## src/rtl/chr_sw_pkg.sv

```systemverilog
// Package: shared defaults and helpers for the CHR half-table switch.
// Assumes a 16-bit CPU address and a register decoded under a mask.
package chr_sw_pkg;

    localparam int unsigned          CPU_ADDR_W   = 16;
    localparam logic [CPU_ADDR_W-1:0] CFG_BASE    = 16'h5000;
    localparam logic [CPU_ADDR_W-1:0] CFG_MASK    = 16'hFF00;

    // Source chosen for the CHR A12 line
    typedef enum logic [1:0] {
        SRC_PPU_A12  = 2'd0,
        SRC_HALF_BIT = 2'd1
    } a12_src_e;

    // Masked address compare used by the register decode
    function automatic logic addr_hit(
        input logic [CPU_ADDR_W-1:0] addr,
        input logic [CPU_ADDR_W-1:0] base,
        input logic [CPU_ADDR_W-1:0] mask
    );
        return ((addr & mask) == (base & mask));
    endfunction

endpackage

```

## src/rtl/chr_sw_cfg.sv

```systemverilog
// Module: chr_sw_cfg
// Holds the automatic-switch enable bit. It is loaded on a CPU write
// whose address matches BASE under MASK. Assumes cpu_wr lasts one cycle
// per write and that the data bit is valid in that cycle.
module chr_sw_cfg
    import chr_sw_pkg::*;
#(
    parameter int unsigned          ADDR_W = CPU_ADDR_W,
    parameter logic [ADDR_W-1:0]    BASE   = CFG_BASE,
    parameter logic [ADDR_W-1:0]    MASK   = CFG_MASK
) (
    input  logic              clk,
    input  logic              rst_n,
    input  logic              cpu_wr,
    input  logic [ADDR_W-1:0] cpu_addr,
    input  logic              cpu_wd_en,
    output logic              auto_en
);

    logic sel;

    // Decode: this register is addressed by the current write
    always_comb begin
        sel = cpu_wr && ((cpu_addr & MASK) == (BASE & MASK));
    end

    // Enable register: reset clear, loaded on a decoded write
    always_ff @(posedge clk) begin
        if (!rst_n) begin
            auto_en <= 1'b0;
        end else if (sel) begin
            auto_en <= cpu_wd_en;
        end
    end

endmodule

```

## src/rtl/chr_sw_half_latch.sv

```systemverilog
// Module: chr_sw_half_latch
// Detects a rising edge of PPU A13 by comparing it with the previous
// clock sample. On an edge that comes with an access strobe it stores
// PPU A9. Assumes the PPU lines are synchronous to clk. The previous
// sample is taken even during reset, so a level already high at release
// does not count as an edge.
module chr_sw_half_latch (
    input  logic clk,
    input  logic rst_n,
    input  logic ppu_a13,
    input  logic ppu_a9,
    input  logic ppu_acc,
    output logic half_sel
);

    logic a13_prev;
    logic a13_rise;

    // Previous-sample register for edge detection (sampled always)
    always_ff @(posedge clk) begin
        a13_prev <= ppu_a13;
    end

    // Edge qualifier: low-to-high transition of A13
    always_comb begin
        a13_rise = ppu_a13 && !a13_prev;
    end

    // Half-select register: capture A9 on a qualified edge
    always_ff @(posedge clk) begin
        if (!rst_n) begin
            half_sel <= 1'b0;
        end else if (a13_rise && ppu_acc) begin
            half_sel <= ppu_a9;
        end
    end

endmodule

```

## src/rtl/chr_sw_mux.sv

```systemverilog
// Module: chr_sw_mux
// Chooses the source of the CHR A12 line. The stored half bit is used
// only for pattern space (A13 low) with the switch enabled. Otherwise
// PPU A12 passes through. Purely combinational.
module chr_sw_mux
    import chr_sw_pkg::*;
(
    input  logic auto_en,
    input  logic ppu_a13,
    input  logic ppu_a12,
    input  logic half_sel,
    output logic chr_a12
);

    a12_src_e src;

    // Source selection from the enable and the address space
    always_comb begin
        src = (auto_en && !ppu_a13) ? SRC_HALF_BIT : SRC_PPU_A12;
    end

    // Output drive from the selected source
    always_comb begin
        case (src)
            SRC_HALF_BIT: chr_a12 = half_sel;
            default:      chr_a12 = ppu_a12;
        endcase
    end

endmodule

```

## src/rtl/chr_half_switch.sv

```systemverilog
// Module: chr_half_switch (top)
// Drives CHR-RAM A12. In automatic mode the pattern table follows the
// nametable half last fetched. In pass-through mode PPU A12 goes straight
// to the CHR-RAM. Assumes all inputs are synchronous to clk, and uses a
// synchronous active-low reset.
module chr_half_switch
    import chr_sw_pkg::*;
#(
    parameter int unsigned       ADDR_W   = CPU_ADDR_W,
    parameter logic [ADDR_W-1:0] CFG_ADDR = CFG_BASE,
    parameter logic [ADDR_W-1:0] CFG_MSK  = CFG_MASK
) (
    input  logic              clk,
    input  logic              rst_n,
    input  logic              cpu_wr,
    input  logic [ADDR_W-1:0] cpu_addr,
    input  logic              cpu_wd_en,
    input  logic              ppu_a13,
    input  logic              ppu_a12,
    input  logic              ppu_a9,
    input  logic              ppu_acc,
    output logic              chr_a12
);

    logic auto_en;
    logic half_sel;

    chr_sw_cfg #(
        .ADDR_W (ADDR_W),
        .BASE   (CFG_ADDR),
        .MASK   (CFG_MSK)
    ) u_cfg (
        .clk       (clk),
        .rst_n     (rst_n),
        .cpu_wr    (cpu_wr),
        .cpu_addr  (cpu_addr),
        .cpu_wd_en (cpu_wd_en),
        .auto_en   (auto_en)
    );

    chr_sw_half_latch u_latch (
        .clk      (clk),
        .rst_n    (rst_n),
        .ppu_a13  (ppu_a13),
        .ppu_a9   (ppu_a9),
        .ppu_acc  (ppu_acc),
        .half_sel (half_sel)
    );

    chr_sw_mux u_mux (
        .auto_en  (auto_en),
        .ppu_a13  (ppu_a13),
        .ppu_a12  (ppu_a12),
        .half_sel (half_sel),
        .chr_a12  (chr_a12)
    );

endmodule

```

## config.mk

```make
export PLATFORM = sky130hd
export DESIGN_NAME = chr_half_switch
export DESIGN_NICKNAME = d
export VERILOG_FILES = /design/src/rtl/chr_sw_pkg.sv /design/src/rtl/chr_sw_cfg.sv /design/src/rtl/chr_sw_half_latch.sv /design/src/rtl/chr_sw_mux.sv /design/src/rtl/chr_half_switch.sv
export SDC_FILE = /design/constraint.sdc
export NUM_CORES = 1
export LEC_CHECK = 0
export BUFFER_PORTS_ARGS = -buffer_cell sky130_fd_sc_hd__buf_2
export CAP_MARGIN = 20
export CORE_AREA = 2 2 39 41
export CTS_BUF_LIST = sky130_fd_sc_hd__clkbuf_8 sky130_fd_sc_hd__clkbuf_16
export CTS_CLUSTER_SIZE = 12
export DETAILED_ROUTE_END_ITERATION = 10
export DIE_AREA = 0 0 41 43
export MAX_ROUTING_LAYER = met4
export PLACE_DENSITY = 0.46
export SLEW_MARGIN = 20
export SYNTH_ARGS = -nofsm -noshare
export SYNTH_HDL_FRONTEND = slang
export SYNTH_HIERARCHICAL = 1
export SYNTH_SLANG_ARGS = --single-unit
```

## constraint.sdc

```tcl
create_clock -name clk -period 0.9 [get_ports clk]
set_input_delay 0.09 -clock clk [delete_from_list [all_inputs] [get_ports clk]]
set_output_delay 0.09 -clock clk [all_outputs]
set_load 0.01 [all_outputs]
```

==> run_results.csv, run 1 <==
group,metric,value,unit
drt,drc_errors,0,
floorplanning,num_ports,25,
grt,initial_antenna_violation_count,0,
clock_tree,clk_path_buf_depth,2,
hold_path,timing.hold.worst.start,"ppu_a13",
placement,placement.setup.worst_slack,-105,ps
finish,synthToLayoutAreaGrowth,93.1,%
hold_path,min_path_cells,1,
timing,fin_worst_skew,0.0296,ps
setup_path,worstReg2RegStart,"u_latch/a13_prev",
timing,worst_pin_slew,232,ps
logic_synthesis,synth_area_leaders,"sky130_fd_sc_hd__dfxtp_1 37%, sky130_fd_sc_hd__mux2i_1 12%, sky130_fd_sc_hd__nand3b_4 12%, sky130_fd_sc_hd__mux2_4 9.2%, sky130_fd_sc_hd__nand2_1 9.2%",
drt,finalWirelength,538,µm
setup_path,critPathArrivalTime,1030,ps
outcome,run_status,"complete, but fails checks",
floorplanning,floorplan.core_area,1380,µm²
clock_tree,ctsRootBufferMaster,"sky130_fd_sc_hd__clkbuf_8",
clock_tree,cts_hold_repair.buffers,0,
grt,grt_pass1_wl,696,µm
timing,final_max_slew_viol_count,0,
grt,overall_overflow_remaining_after_global_route,0,
power,pwr_density_cell,1840,nW/µm²
outcome,failed_checks,"negative setup slack",
clock_tree,worstSkewPairLatency,210,ps
floorplanning,die_area,1760,µm²
setup_path,reg2reg_slack,250,ps
placement,io_buffers,16,
setup_path,cp_max_fo,2,
grt,gr-usage-all-layers,7.60,%
timing,rsz_0062_raised_after_global_routing,"true",
placement,gp_congestion,0.706,
floorplanning,chipHeight,43,µm
finish,fillCellCount,153,
timing,number_of_setup_violations_in_the_final_report,1,
power,sw_frac_of_total,19.8,%
clock_tree,cts_post_setup_buffers_inserted,0,
drt,postRouteAntennaNets,0,
setup_path,rr_worst_depth,2,
setup_path,r2r-end,"u_latch/half_sel",
logic_synthesis,postSynthAreaPerCell,10.9,µm²
clock_tree,cts_num_sinks,3,
timing,final.min_clock_period,1120,ps
finish,final_layout_size_suffix_gt1_share,65.7,%
clock_tree,cts_made_buffers,3,
timing,finalCritPeriodShare,124,%
logic_synthesis,post_synth_instance_area,164,µm²
timing,hold_violations,0,
logic_synthesis,seq_total_area_yosys,36.6,%
drt,drt_first_iter_violations,5,
timing,smallest_hold_slack,37.2,ps
logic_synthesis,ys_ff_latch,3,
power,power.ir.vdd_worst,0.00101,V
power,total_leakage_power,0.162,nW
grt,maximum_number_of_pins_on_one_net_before_global_route_repair,5,
setup_path,critPathCaptureType,"output pin",
floorplanning,chip_width,41,µm
power,combPwrFrac,10.8,%
timing,max_freq,0.893,GHz
clock_tree,clk_pin_slew,30,ps
power,power.share.sequential,24.0,%
hold_path,min_to,"u_latch/a13_prev",
logic_synthesis,synth_largest_type_area_fraction,36.6,%
timing,worst_slew_margin_rel,84.4,%
logic_synthesis,synthDominantAreaCellType,"sky130_fd_sc_hd__dfxtp_1",
power,clkPwrFrac,65.3,%
logic_synthesis,syn_inst,15,
drt,vias,178,
hold_path,hp-class,"input pin to flop",
placement,placed_cell_count,47,
setup_path,start_kind,"flop",
logic_synthesis,yosys.cell_types.count,9,
setup_path,critPathRequiredTime,810,ps
clock_tree,htree_num_levels,1,
floorplanning,core.rowCount,14,
grt,first_global_vias,165,
floorplanning,floorplan.initialDensity,11.8,%
power,net-switching-power,0.115,mW
drt,detailedRoute.firstPassIterationCount,2,
setup_path,criticalPathCategory,"flop to output pin",
power,report.power.total,0.582,mW
timing,worst_slack,-220,ps
drt,avgViaCountPerCell,3.49,
finish,n_antenna_cell,0,
finish,final-instance-count-excl-fill,51,
placement,dpl-instance-area,264,µm²
clock_tree,tritoncts,"done",
finish,nets,60,
logic_synthesis,postSynthNetCount,39,
power,intPower,0.467,mW
finish,postLayoutCellArea,317,µm²
drt,avgRoutedWirePerCell,10.5,µm
logic_synthesis,synth_warnings,6,
job,max_cap_violations,0,
-- cell type report --
cell class / instances / area [µm²] / area share [%]
timing repair buffer: 16 / 86.3 / 27.3
clock inverter: 1 / 3.75 / 1.19
multi-input combinational: 12 / 104 / 32.8
clock buffer: 3 / 41.3 / 13.0
sequential: 3 / 61.3 / 19.4
tap: 16 / 20.0 / 6.32
-- sequential cells by signal, indices dropped and copies added, names as in the netlist --
signal and cells:
u_cfg/auto_en 1, u_latch/half_sel 1, u_latch/a13_prev 1
-- layout by cell type, fill, tap and decap left out, drive strengths merged --
cell / instances
or3: 1
nand2b: 1
nand4b: 1
clkbuf: 3
mux2: 1
nor4: 1
mux2i: 2
buf: 16
nand3b: 1
dfxtp: 3
nand2: 4
inv: 1
-- critical path, cell delays in order, from the launching register on --
cell	delay [ps]
sky130_fd_sc_hd__dfxtp_2	310
sky130_fd_sc_hd__nand2b_1	80
sky130_fd_sc_hd__mux2_4	300
sky130_fd_sc_hd__buf_6	120
-- what timing repair did --
item / CTS / global route
setup endpoints to repair: 1 / 1
gates cloned: 0 / 0
gates resized for setup: 2 / 0
-- power by group through the flow --
stage	Sequential, mW	Clock [mW]	Combinational (mW)
floorplan	0.141	0	0.0172
global placement	0.141	0	0.0599
detailed placement	0.141	0	0.0596
CTS	0.139	0.395	0.0630
global route	0.139	0.428	0.0670
finish	0.140	0.380	0.0629
-- per-layer routing --
metal  GRT usage (%)  vias up  routed length [µm]
met3            9.42        0                 101
met1            9.58       64                 310
met2            5.31       20                 127
met4            6.00        0                   0
met5               -        -                   0
li1                -       94                   -
-- worst max path at each step --
stage	from	endpoint	slack, ps	cells after the start
after floorplan	cpu_addr[9]	u_cfg/auto_en	20	3
after global placement	cpu_addr[9]	u_cfg/auto_en	-100	4
after detailed placement	cpu_addr[9]	u_cfg/auto_en	-100	4
after CTS	u_cfg/auto_en	chr_a12	-230	3
after global routing	u_cfg/auto_en	chr_a12	-260	3
final	u_cfg/auto_en	chr_a12	-220	3
-- cell usage after synthesis --
| cell | count |
|---|---|
| sky130_fd_sc_hd__dfxtp_1 | 3 |
| sky130_fd_sc_hd__nand4b_1 | 1 |
| sky130_fd_sc_hd__mux2i_1 | 2 |
| sky130_fd_sc_hd__or3_1 | 1 |
| sky130_fd_sc_hd__nand2_1 | 4 |
| sky130_fd_sc_hd__nand2b_1 | 1 |
| sky130_fd_sc_hd__mux2_4 | 1 |
| sky130_fd_sc_hd__nand3b_4 | 1 |
| sky130_fd_sc_hd__nor4_2 | 1 |
-- per-stage QoR --
| stage | util (%) | setup TNS (ps) |
|---|---|---|
| 2_1_floorplan | - | 0 |
| 3_3_place_gp | 19.1 | -103 |
| 3_5_place_dp | 19.1 | -113 |
| 4_1_cts | 22.9 | -228 |
| 5_1_grt | 22.9 | -262 |
| 6_report | 22.9 | -220 |
-- logic make-up after synthesis --
family | after synthesis | share of synthesized area [%]
mux | 3 | 21.4
flops | 3 | 36.6
simple gates | 9 | 42.0
Note: power is estimated with default switching activity, not from simulation.
==> run 2: changes to the inputs <==
- PLACE_DENSITY: 0.46 -> 0.45
- clock period: 0.9 -> 1.3 ns (I/O delays scaled with it)
==> run_results.csv, run 2 (synthesis results as in run 1) <==
group,metric,value,unit
finish,final_common_cell,"sky130_fd_sc_hd__buf_2",
clock_tree,worstSkewPairLatency,220,ps
floorplanning,chip_width,41,µm
grt,overall_overflow_remaining_after_global_route,0,
drt,avgRoutedWirePerCell,9.59,µm
power,total_leakage_power,0.160,nW
setup_path,timing.critical_path.buf_inv,1,
finish,final_util,22.3,%
timing,hold_violations,0,
setup_path,worstReg2RegStart,"u_latch/a13_prev",
drt,detailedRoute.firstPassIterationCount,3,
floorplanning,die_area,1760,µm²
finish,n_antenna_cell,0,
timing,setup_tns,0,ps
timing,number_of_setup_violations_in_the_final_report,0,
drt,drt_first_iter_violations,1,
grt,maximum_number_of_pins_on_one_net_before_global_route_repair,5,
setup_path,crit_chain,"nand2b_1 > mux2_4 > buf_2",
drt,avgViaCountPerCell,3.51,
clock_tree,ctsRootBufferMaster,"sky130_fd_sc_hd__clkbuf_8",
clock_tree,clk_pin_slew,30,ps
timing,finalCritPeriodShare,89.6,%
placement,io_buffers,16,
floorplanning,floorplan.initialDensity,11.8,%
power,net-switching-power,0.0805,mW
timing,worst_pin_slew,256,ps
grt,globalRouteMet2Util,5.63,%
drt,finalWirelength,489,µm
clock_tree,htree_num_levels,1,
setup_path,cp_max_fo,2,
grt,grt.met1_usage,10.5,%
power,intPower,0.322,mW
finish,synthToLayoutAreaGrowth,88.5,%
grt,gr-usage-all-layers,7.39,%
drt,vias,179,
grt,first_global_vias,162,
grt,initial_antenna_violation_count,0,
setup_path,critPathCaptureType,"output pin",
finish,final_layout_size_suffix_gt1_share,62.9,%
clock_tree,cts_num_sinks,3,
placement,gp_congestion,0.627,
setup_path,timing.critical_path.from,"u_cfg/auto_en",
setup_path,critPathRequiredTime,1170,ps
clock_tree,tritoncts,"done",
floorplanning,chipHeight,43,µm
power,sw_frac_of_total,20.0,%
floorplanning,floorplan.core_area,1380,µm²
power,power.ir.vdd_worst,0.000758,V
job,max_cap_violations,0,
finish,mostFrequentLayoutCells,"16 x sky130_fd_sc_hd__buf_2, 4 x sky130_fd_sc_hd__nand2_1, 3 x sky130_fd_sc_hd__clkbuf_8, 3 x sky130_fd_sc_hd__dfxtp_1, 2 x sky130_fd_sc_hd__mux2i_1",
clock_tree,cts_post_setup_buffers_inserted,0,
timing,fin_worst_skew,0.00398,ps
floorplanning,num_ports,25,
grt,met3_global_route_usage,4.71,%
setup_path,timing.critical_path.max_delay_family,"flip-flops",
hold_path,hp-class,"input pin to flop",
clock_tree,cts_hold_repair.buffers,0,
power,power.share.sequential,24.0,%
floorplanning,core.rowCount,14,
setup_path,criticalPathCategory,"flop to output pin",
setup_path,cp_slowest_cell,"sky130_fd_sc_hd__dfxtp_1",
clock_tree,clk_path_buf_depth,2,
timing,final_max_slew_viol_count,0,
outcome,run_status,"finished, final reports clean",
setup_path,start_kind,"flop",
clock_tree,cts_made_buffers,3,
finish,nets,60,
timing,max_freq,0.858,GHz
timing,rsz_0062_raised_after_global_routing,"false",
setup_path,critPathArrivalTime,1040,ps
power,pwr_density_cell,1300,nW/µm²
grt,grt_peak_use_layer,"met1",
finish,largest_registers,"u_cfg/auto_en x1, u_latch/a13_prev x1, u_latch/half_sel x1",
power,clkPwrFrac,66.0,%
power,combPwrFrac,10.0,%
drt,postRouteAntennaNets,0,
hold_path,timing.hold.worst.start,"ppu_a13",
grt,grt_pass1_wl,710,µm
clock_tree,post_cts_resized,0,
timing,final.min_clock_period,1170,ps
setup_path,slowest_stage_delay_on_critical_path,320,ps
drt,drc_errors,0,
power,report.power.total,0.402,mW
timing,worst_slew_margin_rel,82.8,%
## run 2: cell counts in the layout (fill, tap and decap cells not counted)
Identical to the previous run, type by type.
## run 2: power by group through the flow
stage	Sequential, mW	Clock (mW)	Combinational, mW
3_5_place_dp	0.0977	0	0.0405
6_report	0.0964	0.266	0.0404
3_3_place_gp	0.0976	0	0.0401
2_1_floorplan	0.0975	0	0.0119
4_1_cts	0.0964	0.273	0.0407
5_1_grt	0.0966	0.289	0.0443
## run 2: area by class of cell
class,instances,area [µm²]
Timing Repair Buffer,16,80.1
Clock buffer,3,41.3
Clock inverter,1,3.75
Multi-Input combinational cell,12,104
Fill cell,156,1070
Tap cell,16,20.0
Sequential cell,3,60.1
## run 2: metal layers
layer	share of wire [%]	wire length, µm
met1	53	260
met2	23	112
met5	0	0
met3	19	94
met4	4.3	21
## run 2: worst register-to-register path, cell delays in order (launching register included)
cell	delay [ps]
sky130_fd_sc_hd__dfxtp_1	290
sky130_fd_sc_hd__nand3b_4	140
sky130_fd_sc_hd__mux2i_1	110
## run 2: worst paths after layout
path	to	slack (ps)	depth (start not counted)
hold / removal	u_latch/a13_prev	70	1
setup reg to reg	u_latch/half_sel	650	2
hold reg to reg	u_latch/half_sel	460	2
setup / recovery	chr_a12	130	3
## run 2: metrics by stage
| stage | cells | cell area (µm²) | hold slack (ps) | worst slack (ps) |
|---|---|---|---|---|
| after floorplan | 15 | 164 | 158 | 380 |
| after global placement | 47 | 264 | 298 | 211 |
| after detailed placement | 47 | 264 | 294 | 204 |
| after CTS | 51 | 309 | 68.0 | 124 |
| after global routing | 51 | 309 | 80.4 | 73.6 |
| final | 51 | 309 | 73.9 | 135 |
==> run 3: changes to the inputs <==
- PLACE_DENSITY: 0.45 -> 0.44
- SYNTH_HIERARCHICAL: 1 -> not set
==> run_results.csv, run 3 <==
group,metric,value,unit
outcome,run_status,"finished, final reports clean",
logic_synthesis,ys_ff_latch,3,
logic_synthesis,postSynthNetCount,38,
drt,finalWirelength,468,µm
floorplanning,chipHeight,43,µm
timing,worst_slew_margin_rel,84.0,%
floorplanning,num_ports,25,
hold_path,timing.hold.worst.start,"ppu_a13",
hold_path,min_path_cells,1,
logic_synthesis,syn_inst,14,
logic_synthesis,synth-edff-count,0,
job,max_cap_violations,0,
clock_tree,worstSkewPairLatency,210,ps
power,report.power.total,0.391,mW
timing,worst_slack,126,ps
setup_path,critPathRequiredTime,1170,ps
placement,gp_congestion,0.601,
timing,final_max_slew_viol_count,0,
hold_path,hp-class,"input pin to flop",
placement,hpwlAfterDp,401,µm
timing,setup_tns,0,ps
finish,final_common_cell,"sky130_fd_sc_hd__buf_2",
timing,worst_pin_slew,238,ps
floorplanning,floorplan.initialDensity,10.8,%
finish,n_antenna_cell,0,
logic_synthesis,post_synth_instance_area,149,µm²
logic_synthesis,synth_most_common_cell,"sky130_fd_sc_hd__dfxtp_1",
grt,initial_antenna_violation_count,0,
drt,avgRoutedWirePerCell,9.36,µm
power,power.ir.vdd_worst,0.000715,V
setup_path,worstReg2RegStart,"u_latch.a13_prev",
placement,io_buffers,16,
setup_path,start_kind,"flop",
finish,final_layout_size_suffix_gt1_share,61.8,%
logic_synthesis,postSynthAreaPerCell,10.6,µm²
finish,nets,59,
finish,mostFrequentLayoutCells,"16 x sky130_fd_sc_hd__buf_2, 3 x sky130_fd_sc_hd__clkbuf_8, 3 x sky130_fd_sc_hd__dfxtp_1",
timing,rsz_0062_raised_after_global_routing,"false",
finish,synthToLayoutAreaGrowth,97.5,%
logic_synthesis,synthDominantAreaCellType,"sky130_fd_sc_hd__dfxtp_1",
setup_path,reg2reg_slack,530,ps
floorplanning,floorplan.core_area,1380,µm²
grt,grt_pass1_wl,724,µm
drt,avgViaCountPerCell,3.60,
clock_tree,clk_path_buf_depth,2,
grt,gr-usage-all-layers,6.88,%
timing,max_freq,0.852,GHz
grt,first_global_vias,194,
floorplanning,die_area,1760,µm²
setup_path,cp_max_fo,2,
clock_tree,cts_made_buffers,3,
drt,drc_errors,0,
placement,dpl-instance-area,249,µm²
drt,vias,180,
floorplanning,chip_width,41,µm
drt,postRouteAntennaNets,0,
logic_synthesis,synth_warnings,0,
clock_tree,clk_pin_slew,30,ps
grt,overall_overflow_remaining_after_global_route,0,
floorplanning,core.rowCount,14,
timing,finalCritPeriodShare,90.3,%
finish,final_util,21.2,%
finish,largest_registers,"u_cfg.auto_en x1, u_latch.a13_prev x1, u_latch.half_sel x1",
power,pwr_density_cell,1330,nW/µm²
logic_synthesis,yosys.cell_types.count,9,
setup_path,critPathCaptureType,"output pin",
timing,final.min_clock_period,1170,ps
hold_path,min_to,"u_latch.a13_prev",
clock_tree,post_cts_resized,0,
clock_tree,cts_post_setup_buffers_inserted,0,
clock_tree,cts_num_sinks,3,
finish,postLayoutCellArea,294,µm²
finish,fillCellCount,157,
logic_synthesis,synth_area_leaders,"sky130_fd_sc_hd__dfxtp_1 40%, sky130_fd_sc_hd__mux2i_1 13%, sky130_fd_sc_hd__nand3b_1 10%, sky130_fd_sc_hd__nor4_2 8.4%, sky130_fd_sc_hd__mux2_2 7.6%",
setup_path,rr_worst_depth,3,
drt,detailedRoute.firstPassIterationCount,4,
drt,drt_first_iter_violations,1,
grt,maximum_number_of_pins_on_one_net_before_global_route_repair,4,
clock_tree,htree_num_levels,1,
logic_synthesis,synthFlopType,"sky130_fd_sc_hd__dfxtp_1",
clock_tree,ctsRootBufferMaster,"sky130_fd_sc_hd__clkbuf_8",
logic_synthesis,seq_total_area_yosys,40.3,%
logic_synthesis,synth_largest_type_area_fraction,40.3,%
setup_path,r2r-end,"u_latch.half_sel",
timing,hold_violations,0,
setup_path,criticalPathCategory,"flop to output pin",
logic_synthesis,synth.top_cells.by_count,"3 x sky130_fd_sc_hd__dfxtp_1, 2 x sky130_fd_sc_hd__mux2i_1, 2 x sky130_fd_sc_hd__nand2_1, 2 x sky130_fd_sc_hd__nand3b_1",
power,total_leakage_power,0.140,nW
placement,placement.setup.worst_slack,7.88,ps
timing,number_of_setup_violations_in_the_final_report,0,
clock_tree,cts_hold_repair.buffers,0,
logic_synthesis,async_flop_share,0,%
timing,fin_worst_skew,2.72,ps
clock_tree,tritoncts,"done",
setup_path,critPathArrivalTime,1040,ps
==> run 3: cell count changes after synthesis <==
cell / previous run / this run
sky130_fd_sc_hd__nand3b_4: 1 / 0
sky130_fd_sc_hd__or4b_1: 0 / 1
sky130_fd_sc_hd__mux2_4: 1 / 0
sky130_fd_sc_hd__nand4b_1: 1 / 0
sky130_fd_sc_hd__mux2_2: 0 / 1
sky130_fd_sc_hd__nand2_1: 4 / 2
sky130_fd_sc_hd__or3_1: 1 / 0
sky130_fd_sc_hd__nand3b_1: 0 / 2
sky130_fd_sc_hd__nor2b_1: 0 / 1
==> run 3: final cells by class <==
type	count	area (µm²)	share of cell area [%]
Timing Repair Buffer	16	80.1	27.2
Multi-Input combinational cell	11	88.8	30.2
Clock inverter	1	3.75	1.28
Clock buffer	3	41.3	14.0
Tap cell	16	20.0	6.81
Sequential cell	3	60.1	20.4
==> run 3: per-layer routing <==
layer	track usage, %	vias to the layer above	wire (µm)
met1	7.99	72	251
met5	-	-	0
met4	4.00	0	0
met3	6.28	0	74
met2	7.50	17	142
li1	-	91	-
==> run 3: kinds of logic after synthesis <==
| family | after synthesis | share of synthesized area [%] |
|---|---|---|
| flip-flops | 3 | 40.3 |
| multiplexers | 3 | 21.0 |
| AND/OR/NAND/NOR | 8 | 38.7 |
==> run 3: worst max-delay path, cell delays in order (launching register included) <==
cell	delay, ps
sky130_fd_sc_hd__dfxtp_1	300
sky130_fd_sc_hd__nand2b_1	70
sky130_fd_sc_hd__mux2_2	320
sky130_fd_sc_hd__buf_2	140
==> run 3: how the worst max path moves through the flow <==
stage,startpoint,end,slack (ps),cells after the start
after floorplan,cpu_addr[9],u_cfg.auto_en,140,3
after global placement,cpu_addr[9],u_cfg.auto_en,4,4
after detailed placement,cpu_addr[9],u_cfg.auto_en,8,4
after CTS,u_cfg.auto_en,chr_a12,110,3
after global routing,u_cfg.auto_en,chr_a12,70,3
final,u_cfg.auto_en,chr_a12,130,3
==> run 3: where the power goes <==
group / switching (mW) / leakage (nW) / internal [mW]
registers: 0.000626 / 0.0246 / 0.0955
clock network: 0.0586 / 0.0269 / 0.201
logic: 0.0127 / 0.0883 / 0.0229
total: 0.0719 / 0.140 / 0.319
==> run 3: stage by stage <==
step,cells,hold WS (ps)
after detailed placement,46,264
after global placement,46,267
after floorplan,14,158
after global routing,50,43.8
after CTS,50,42.8
final,50,47.6
